$ cat src/rtl/tx_chan_pkg.sv
package tx_chan_pkg;

  typedef enum logic [1:0] {
    ST_IDLE  = 2'd0,
    ST_WAIT  = 2'd1,
    ST_SHIFT = 2'd2
  } tx_state_e;

  // 0 empty, 1 near-empty, 2 near-full, 3 full
  function automatic logic [1:0] fill_code(input int unsigned cnt, input int unsigned depth);
    if (cnt == 0)              return 2'd0;
    else if (cnt >= depth)     return 2'd3;
    else if (cnt == depth - 1) return 2'd2;
    else                       return 2'd1;
  endfunction

endpackage

$ cat src/rtl/tx_bit_rev.sv
module tx_bit_rev #(
  parameter int DW = 8
) (
  input  logic          en_i,
  input  logic [DW-1:0] d_i,
  output logic [DW-1:0] d_o
);
  logic [DW-1:0] rev;

  for (genvar i = 0; i < DW; i++) begin : g_rev
    assign rev[i] = d_i[DW-1-i];
  end

  assign d_o = en_i ? rev : d_i;
endmodule

$ cat src/rtl/tx_fifo.sv
module tx_fifo #(
  parameter int DW    = 8,
  parameter int DEPTH = 4,
  localparam int AW   = (DEPTH > 1) ? $clog2(DEPTH) : 1,
  localparam int CW   = $clog2(DEPTH + 1)
) (
  input  logic          clk_i,
  input  logic          rst_ni,
  input  logic          clr_i,
  input  logic          push_i,
  input  logic [DW-1:0] din_i,
  input  logic          pop_i,
  output logic [DW-1:0] dout_o,
  output logic [CW-1:0] count_o,
  output logic          overrun_o
);
  logic [DW-1:0] mem_q [DEPTH];
  logic [AW-1:0] wr_ptr_q, rd_ptr_q;
  logic [CW-1:0] cnt_q;
  logic          ovr_q;
  logic          full, empty, do_push, do_pop;

  assign full    = (cnt_q == CW'(DEPTH));
  assign empty   = (cnt_q == '0);
  assign do_pop  = pop_i && !empty;
  assign do_push = push_i && (!full || do_pop);

  function automatic logic [AW-1:0] nxt(input logic [AW-1:0] p);
    return (p == AW'(DEPTH - 1)) ? '0 : p + 1'b1;
  endfunction

  always_ff @(posedge clk_i) begin
    if (do_push && !clr_i) mem_q[wr_ptr_q] <= din_i;
  end

  always_ff @(posedge clk_i or negedge rst_ni) begin
    if (!rst_ni) begin
      wr_ptr_q <= '0;
      rd_ptr_q <= '0;
      cnt_q    <= '0;
      ovr_q    <= 1'b0;
    end else if (clr_i) begin
      wr_ptr_q <= '0;
      rd_ptr_q <= '0;
      cnt_q    <= '0;
      ovr_q    <= 1'b0;
    end else begin
      if (do_push) wr_ptr_q <= nxt(wr_ptr_q);
      if (do_pop)  rd_ptr_q <= nxt(rd_ptr_q);
      if (do_push && !do_pop)      cnt_q <= cnt_q + 1'b1;
      else if (do_pop && !do_push) cnt_q <= cnt_q - 1'b1;
      if (push_i && !do_push) ovr_q <= 1'b1;
    end
  end

  assign dout_o    = mem_q[rd_ptr_q];
  assign count_o   = cnt_q;
  assign overrun_o = ovr_q;
endmodule

$ cat src/rtl/tx_baud.sv
module tx_baud #(
  parameter int DIV_W = 8
) (
  input  logic             clk_i,
  input  logic             rst_ni,
  input  logic             start_i,
  input  logic             run_i,
  input  logic [DIV_W-1:0] div_i,
  output logic             bit_end_o,
  output logic             bclk_o
);
  logic [DIV_W-1:0] cnt_q, div_act_q, div_eff;

  assign div_eff   = (div_i == '0) ? DIV_W'(1) : div_i;
  assign bit_end_o = run_i && (cnt_q == div_act_q - 1'b1);
  assign bclk_o    = !run_i || (cnt_q >= (div_act_q >> 1));

  always_ff @(posedge clk_i or negedge rst_ni) begin
    if (!rst_ni) begin
      cnt_q     <= '0;
      div_act_q <= DIV_W'(1);
    end else if (start_i || bit_end_o) begin
      // divider only changes on a bit boundary
      cnt_q     <= '0;
      div_act_q <= div_eff;
    end else if (run_i) begin
      cnt_q <= cnt_q + 1'b1;
    end
  end
endmodule

$ cat src/rtl/ser_tx_channel.sv
module ser_tx_channel
  import tx_chan_pkg::*;
#(
  parameter int DW      = 8,
  parameter int DEPTH   = 4,
  parameter int DIV_W   = 8,
  parameter int FRAME_W = 8,
  parameter int DLY_W   = 8,
  localparam int CW     = $clog2(DEPTH + 1),
  localparam int IDX_W  = $clog2(DW)
) (
  input  logic               clk_i,
  input  logic               rst_ni,
  input  logic               reinit_i,
  input  logic               wr_i,
  input  logic [DW-1:0]      wr_data_i,
  input  logic               swap_i,
  input  logic               go_i,
  input  logic               global_go_i,
  input  logic [DIV_W-1:0]   div_i,
  input  logic [FRAME_W-1:0] frame_bits_i,
  input  logic [DLY_W-1:0]   wire_delay_i,
  output logic               ser_o,
  output logic               oe_o,
  output logic               bclk_o,
  output logic [CW-1:0]      level_o,
  output logic [1:0]         fill_code_o,
  output logic               overrun_o,
  output logic               underrun_o,
  output logic               busy_o
);
  tx_state_e          state_q, state_d;
  logic [DLY_W-1:0]   dly_q, dly_d;
  logic [DW-1:0]      sr_q, sr_d;
  logic [IDX_W-1:0]   idx_q, idx_d;
  logic [FRAME_W-1:0] sent_q, sent_d;
  logic               unr_q, unr_d;
  logic               pop, start, bit_end, baud_clk;
  logic [DW-1:0]      wr_byte, head;
  logic [CW-1:0]      cnt;
  logic               fifo_empty, frame_fixed, go_any;

  tx_bit_rev #(.DW(DW)) i_rev (
    .en_i (swap_i),
    .d_i  (wr_data_i),
    .d_o  (wr_byte)
  );

  tx_fifo #(.DW(DW), .DEPTH(DEPTH)) i_fifo (
    .clk_i     (clk_i),
    .rst_ni    (rst_ni),
    .clr_i     (reinit_i),
    .push_i    (wr_i),
    .din_i     (wr_byte),
    .pop_i     (pop),
    .dout_o    (head),
    .count_o   (cnt),
    .overrun_o (overrun_o)
  );

  tx_baud #(.DIV_W(DIV_W)) i_baud (
    .clk_i     (clk_i),
    .rst_ni    (rst_ni),
    .start_i   (start),
    .run_i     (state_q == ST_SHIFT),
    .div_i     (div_i),
    .bit_end_o (bit_end),
    .bclk_o    (baud_clk)
  );

  assign fifo_empty  = (cnt == '0);
  assign frame_fixed = (frame_bits_i != '0);
  assign go_any      = go_i || global_go_i;

  always_comb begin
    state_d = state_q;
    dly_d   = dly_q;
    sr_d    = sr_q;
    idx_d   = idx_q;
    sent_d  = sent_q;
    unr_d   = unr_q;
    pop     = 1'b0;
    start   = 1'b0;
    unique case (state_q)
      ST_IDLE: begin
        if (go_any) begin
          state_d = ST_WAIT;
          dly_d   = wire_delay_i;
        end
      end
      ST_WAIT: begin
        if (dly_q != '0) begin
          dly_d = dly_q - 1'b1;
        end else if (fifo_empty && !frame_fixed) begin
          unr_d   = 1'b1;
          state_d = ST_IDLE;
        end else begin
          state_d = ST_SHIFT;
          start   = 1'b1;
          pop     = !fifo_empty;
          sr_d    = fifo_empty ? '1 : head;
          idx_d   = '0;
          sent_d  = '0;
        end
      end
      ST_SHIFT: begin
        if (bit_end) begin
          sent_d = sent_q + 1'b1;
          if (frame_fixed && (sent_q == frame_bits_i - 1'b1)) begin
            state_d = ST_IDLE;
          end else if (idx_q == IDX_W'(DW - 1)) begin
            idx_d = '0;
            if (!fifo_empty) begin
              pop  = 1'b1;
              sr_d = head;
            end else if (frame_fixed) begin
              sr_d = '1;
            end else begin
              state_d = ST_IDLE;
            end
          end else begin
            idx_d = idx_q + 1'b1;
            sr_d  = {sr_q[DW-2:0], 1'b1};
          end
        end
      end
      default: state_d = ST_IDLE;
    endcase
  end

  always_ff @(posedge clk_i or negedge rst_ni) begin
    if (!rst_ni) begin
      state_q <= ST_IDLE;
      dly_q   <= '0;
      sr_q    <= '1;
      idx_q   <= '0;
      sent_q  <= '0;
      unr_q   <= 1'b0;
    end else if (reinit_i) begin
      state_q <= ST_IDLE;
      dly_q   <= '0;
      sr_q    <= '1;
      idx_q   <= '0;
      sent_q  <= '0;
      unr_q   <= 1'b0;
    end else begin
      state_q <= state_d;
      dly_q   <= dly_d;
      sr_q    <= sr_d;
      idx_q   <= idx_d;
      sent_q  <= sent_d;
      unr_q   <= unr_d;
    end
  end

  assign oe_o        = (state_q == ST_SHIFT);
  assign ser_o       = oe_o ? sr_q[DW-1] : 1'b1;
  assign bclk_o      = baud_clk;
  assign busy_o      = (state_q != ST_IDLE);
  assign underrun_o  = unr_q;
  assign level_o     = cnt;
  assign fill_code_o = fill_code(int'(cnt), DEPTH);
endmodule

$ cat config.mk
export PLATFORM = sky130hd
export DESIGN_NAME = ser_tx_channel
export DESIGN_NICKNAME = d
export VERILOG_FILES = /design/src/rtl/tx_chan_pkg.sv /design/src/rtl/tx_bit_rev.sv /design/src/rtl/tx_fifo.sv /design/src/rtl/tx_baud.sv /design/src/rtl/ser_tx_channel.sv
export SDC_FILE = /design/constraint.sdc
export NUM_CORES = 1
export LEC_CHECK = 0
export BUFFER_PORTS_ARGS = -buffer_cell sky130_fd_sc_hd__buf_2
export CAP_MARGIN = 20
export CORE_MARGIN = 2
export CORE_UTILIZATION = 50
export CTS_BUF_LIST = sky130_fd_sc_hd__clkbuf_8
export DETAILED_ROUTE_END_ITERATION = 12
export PLACE_DENSITY = 0.74
export SYNTH_ARGS = -nofsm -noshare
export SYNTH_HDL_FRONTEND = slang
export SYNTH_SLANG_ARGS = --single-unit
$ cat constraint.sdc
create_clock -name clk_i -period 4.3 [get_ports clk_i]
set_input_delay 0.86 -clock clk_i [delete_from_list [all_inputs] [get_ports clk_i]]
set_output_delay 0.86 -clock clk_i [all_outputs]
set_load 0.005 [all_outputs]
======== Word level (Yosys, flattened, before mapping) ========
Memory sizes are Yosys's and may differ from the RTL's.
Cells that the tools add are included.
word-level totals
  register bits after elaboration ......... 54
  memory bits (writable) .................. 32
  memories ................................ 1
cells by class
  add/subtract/negate cells ............... 10
  $lt $le $gt $ge ......................... 2
  equality and inequality tests ........... 20
  multiplexer cells ....................... 71
  reduce and logical (&&, ||, !) cells .... 41
memories
  name          words  bits a word  read ports  clocked after memory_dff  write ports  RTL line       RTL
  i_fifo.mem_q  4      8            1           0                         1            tx_fifo.sv:17  logic [DW-1:0] mem_q [DEPTH];
operators with widths
  kind                                                    count
  2-to-1 mux 8 bit                                        20
  case mux 8 bit (2 select lines)                         3
  2-to-1 mux 2 bit                                        18
  2-to-1 mux 3 bit                                        9
  subtractor 8 x 1 -> 8 bit (second input constant)       3
  2-to-1 mux 1 bit                                        18
  adder 8 x 1 -> 8 bit (second input constant)            2
  equality test 8 bit                                     2
  nonzero test 8 bit                                      2
  inequality test 3 bit (second input constant)           5
  nonzero test 2 bit                                      7
  AND reduction 6 bit                                     2
  logical AND 1 bit                                       9
  nonzero test 3 bit                                      3
  >= comparator 8 x 7 -> 1 bit                            1
  logical NOT 8 bit                                       1
  inequality test 4 x 2 -> 1 bit (second input constant)  2
  logical NOT 1 bit                                       7
  adder 3 x 1 -> 3 bit (second input constant)            2
  equality test 2 bit (second input constant)             3
  equality test 3 bit (second input constant)             2
  case mux 2 bit (3 select lines)                         1
  case mux 3 bit (2 select lines)                         1
  AND reduction 3 bit                                     2
  other kinds (15)                                        19

======== Logic depth before layout (Yosys ltp) ========
  word-level depth ........................ 14
  gate-level depth with buffers ........... 14
  mapped depth without buffers ............ 14

======== Hierarchy ========
Synthesis repeated with hierarchy kept, for this count alone.
unflattened totals
  cell total of the unflattened synthesis .. 480
  area, all modules ....................... 5,162.5 um^2
by module, submodules not included
  module          instances  cells each  area an instance (um^2)
  ser_tx_channel  1          260         2,214.6
  tx_fifo         1          103         1,722.9
  tx_baud         1          108         1,093.5
  tx_bit_rev      1          9           131.4

======== Worst setup path after synthesis ========
Ideal clock, no wire load.
  kind .................................... input to register
  start point ............................. input frame_bits_i[2]
  end point ............................... register i_fifo.cnt_q[2], in the netlist i_fifo.count_o[2]
  setup time .............................. 0.138 ns
  data arrival time ....................... 3.414 ns
  data required time ...................... 4.162 ns
  slack ................................... 0.747 ns
  stages on the path ...................... 13
  path buffers ............................ 1
  cell sequence ........................... clkbuf_1 > nor4b_1 > a21oi_1 > or3_1 > nand4b_1 > o211ai_2 > a211oi_4 > nor2_1 > fa_1 > nor2b_1 > nor4b_1 > o21ai_0 > o211ai_1
between the ends
  word-level cells in the longest chain between the ends .. 12
ends and longest elaborated chain
  what                                                             RTL line                                     RTL
  start, declared                                                  ser_tx_channel.sv:21                         input logic [FRAME_W-1:0] frame_bits_i,
  subtractor 8 x 1 -> 8 bit or nonzero test 8 bit (tied branches)  ser_tx_channel.sv:109, ser_tx_channel.sv:72
  equality test 8 bit or logical NOT 1 bit (tied branches)         ser_tx_channel.sv:109, ser_tx_channel.sv:94
  logical AND 1 bit (on tied branches)                             ser_tx_channel.sv:109, ser_tx_channel.sv:94
  2-to-1 mux 1 bit (on tied branches)                              ser_tx_channel.sv:109, ser_tx_channel.sv:94
  2-to-1 mux 1 bit (on tied branches)                              ser_tx_channel.sv:107, ser_tx_channel.sv:92
  case mux 1 bit (2 select lines) (*)                              ser_tx_channel.sv:84                         unique case (state_q)
  logical AND 1 bit (*)                                            tx_fifo.sv:25                                assign do_pop = pop_i && !empty;
  logical OR 1 bit                                                 tx_fifo.sv:26                                assign do_push = push_i && (!full || do_pop);
  logical AND 1 bit                                                tx_fifo.sv:26
  logical AND 1 bit or logical NOT 1 bit (tied branches)           tx_fifo.sv:50, tx_fifo.sv:51
  2-to-1 mux 3 bit or logical AND 1 bit (tied branches)            tx_fifo.sv:50, tx_fifo.sv:51
  2-to-1 mux 3 bit or nonzero test 3 bit (tied branches)           --
  end signal, assigned                                             tx_fifo.sv:50                                if (do_push && !do_pop) cnt_q <= cnt_q + 1'b1;
  end signal, assigned                                             tx_fifo.sv:51                                else if (do_pop && !do_push) cnt_q <= cnt_q - 1'b1;
  end, declared                                                    tx_fifo.sv:19                                logic [CW-1:0] cnt_q;
Mark *: on every way between the ends. The rest lies on a longest branch, timed or not.
A chain may end at the register's enable or synchronous reset.

======== Worst setup path after layout ========
  start point ............................. register i_baud.div_act_q[1]
  end point ............................... register i_fifo.cnt_q[2], in the netlist i_fifo.count_o[2]
between the ends
  word-level cells in the longest chain between the ends .. 11
ends and longest elaborated chain
  what                                                    RTL line                      RTL
  start, declared                                         tx_baud.sv:12                 logic [DIV_W-1:0] cnt_q, div_act_q, div_eff;
  start signal, assigned                                  tx_baud.sv:25                 div_act_q <= div_eff;
  subtractor 8 x 1 -> 8 bit (*)                           tx_baud.sv:15                 assign bit_end_o = run_i && (cnt_q == div_act_q - 1'b1);
  equality test 8 bit (*)                                 tx_baud.sv:15
  logical AND 1 bit (*)                                   tx_baud.sv:15
  2-to-1 mux 1 bit (*)                                    ser_tx_channel.sv:107         if (bit_end) begin
  case mux 1 bit (2 select lines) (*)                     ser_tx_channel.sv:84
  logical AND 1 bit (*)                                   tx_fifo.sv:25
  logical OR 1 bit                                        tx_fifo.sv:26
  logical AND 1 bit                                       tx_fifo.sv:26
  logical AND 1 bit or logical NOT 1 bit (tied branches)  tx_fifo.sv:50, tx_fifo.sv:51
  2-to-1 mux 3 bit or logical AND 1 bit (tied branches)   tx_fifo.sv:50, tx_fifo.sv:51
  2-to-1 mux 3 bit or nonzero test 3 bit (tied branches)  --
Marks and branches as above.

==> metrics.txt <==
Post-route DRC 0; # fillers 861; sequential share of the synthesized area 46.4%; final RePlAce weighted congestion 0.789; DRT antenna net count 0; Final Max Tran Viols 0; Post-synth EDFFs 32; vias in the first global route 3,753; grt ovf 0; Final Hold Fails 0; largest net degree at the start of global routing 33; DR vias 3,710; Post-CTS Setup Inserts 0; Mapped Avg Cell Area 10.4 um^2; Detailed Route Iter0 Violations 152; skew final 16.7 ps; H-Tree Depth 3; total wire length 10.4 mm; CTS resizes 0; Max clock buf depth 2; Worst Max-Slew Pin Slew 768 ps; CP arrival 4140 ps; Synth Instances 480; Top Ports 50; vias per inst 5.60; final non-filler cell total 663; port buffer count 49; commonest non-fill, non-tap cells in the layout 49 x buf_2, 46 x nor2_1, 45 x dfrtp_1; Area growth syn-to-layout 11.3%; CP Data Required Time 4530 ps; post-DP HPWL 7.65 mm; asr flop ratio synth 62.8%; yosys synthesis warning count 0; reg2reg path depth 14; # rows 36; gr usage total 20.0%; ant diodes 0; Critical Path End Type flop; placed insts 647; Setup CP Type flop to flop; CTS root buf clkbuf_8; most common cell after layout, fill and taps aside buf_2; Critical Path Start Type flop; Post-Route Utilization 57.3%; Clock Latency Late Sink 370 ps; XOR/XNOR Fraction of Synth Area 4.90%; Die X 104 um; post-synthesis mux area share 8.94%; Die Ht 104 um; CP startpoint i_baud.div_act_q[1]; Worst R2R Start i_baud.div_act_q[1]; Die Area 10,800 um^2; clock-pin slew of the registers on the worst-case setup and hold paths 90 ps; synthesized area 5010 um^2; CTS Sinks 86; CTS tree built; Top FF cell, synth dfrtp_1; outcome complete, no violations; CP max FO 5; Post-CTS Hold Fix Bufs 0; Compound-Gate Fraction of Synth Area 13.9%; LEAKAGE 0.00233 uW; first-pass detailed-route iteration total 4; register-to-register setup slack 390 ps; Max Clk Rate 256 MHz; Hold Path Class input port to asynchronous set/reset pin; Num CTS Buffers 9; simple logic cell fraction of the synthesized area 16.3%; Starting Density 51.5%; Net Count, Synth 542; Max-cap violations 0; first-pass GRT wire length 17.5 mm; reg2reg end i_fifo.count_o[2]; Fin Setup TNS 0 ps; nets@finish 587; area share of fa/ha/maj cells after synthesis 5.89%; final count of negative-setup-slack endpoints 0; Unique masters post-synth 61; relative slew slack 48.8%; period utilization 90.9%; RSZ-0062 raised after global routing false; VDD IR max 0.000218 V; Yosys reg bits 86; fraction of layout cells with a size suffix above 1 20.6%; Pwr Density 520 nW/um^2; Placeable Area 9730 um^2; initial antenna violation count 0; main combinational cell family by area after synthesis simple AND/OR/NAND/NOR gates; minimum clock period 3910 ps; DR WL/cell 15.7 um
[routing by layer]
metal / wire (um) / up-vias / part of all wire, % / global-route usage, %
li1: - / 1833 / - / -
met1: 4820 / 1801 / 46 / 25.6
met2: 5130 / 64 / 49 / 33.7
met3: 328 / 12 / 3.2 / 4.45
met4: 129 / 0 / 1.2 / 6.85
met5: 0 / - / 0 / 0
[critical path: stages (launching register included)]
cell      delay (ps)
dfrtp_1          430
inv_1             90
ha_1             160
or3b_1           380
or4_1            410
a211oi_1         330
o211a_4          270
o211ai_2         190
a211oi_4         390
nor2_1           110
fa_1             390
nor2b_1          160
nor4b_1          140
o21ai_0          210
o211ai_1         120
[kinds of logic after synthesis]
family / after synthesis
buffers and inverters: 49
AO/OA/AOI/OAI: 99
flip-flops: 86
XOR/XNOR: 28
adder cells (fa/ha/maj): 23
AND/OR/NAND/NOR: 162
multiplexers: 33
[synthesized netlist by cell type, types with 8 or more instances]
cell      count  area share [%]
mux2_2       14             3.1
a21oi_1      15             1.5
nand4_1       8             1.0
and2_1        8             1.0
mux4_2        8             3.6
xnor2_1      14             2.4
inv_1        31             2.3
o21ai_0      37             3.7
nor2_1       46             3.4
nor3_1       14             1.4
nand2_1      35             2.6
ha_1         22             5.5
dfrtp_1      45              22
edfxtp_1     32              19
nand3_1       9            0.90
xor2_1       14             2.4
dfstp_2       9             4.7
clkbuf_1     17             1.3
mux2i_1      11             2.2
[registers in the layout, summed over array words and instances, names as in the netlist]
name	cells
dly_q	8
i_baud.cnt_q	8
i_baud.div_act_q	8
i_fifo.count_o	3
i_fifo.mem_q	32
i_fifo.overrun_o	1
i_fifo.rd_ptr_q	2
i_fifo.wr_ptr_q	2
idx_q	3
sent_q	8
sr_q	8
state_q	2
underrun_o	1
[metrics by stage]
stage | total power (uW) | hold WS, ps | cell area, um^2 | setup WS [ps]
floorplan | 2030 | 444 | 5010 | 747
global placement | 2260 | 454 | 5370 | 415
detailed placement | 2310 | 458 | 5370 | 283
CTS | 2910 | 471 | 5580 | 417
global route | 3120 | 485 | 5580 | 185
finish | 2900 | 464 | 5580 | 392
[how the worst max path moves through the flow]
stage                              to  slack [ps]
finish              i_fifo.count_o[2]         390
global placement    i_fifo.count_o[2]         420
detailed placement  i_fifo.count_o[2]         280
CTS                 i_fifo.count_o[2]         420
global route        i_fifo.count_o[2]         190
floorplan           i_fifo.count_o[2]         750
[where the power goes]
group,switching (uW),internal (uW),leakage [uW],total [uW]
logic,611,463,0.00123,1070
registers,188,1030,0.000984,1220
clock network,325,278,0.000108,603
total,1120,1780,0.00233,2900
[cell type report]
type	instances	area, um^2	area share, %
inverter	32	120	2.15
tap	133	166	2.98
timing repair buffer	51	260	4.67
clock buffer	9	124	2.22
sequential	86	2320	41.7
clock inverter	7	80.1	1.44
multi-input combinational	345	2500	44.9
Note: power is estimated with default switching activity, not from simulation.
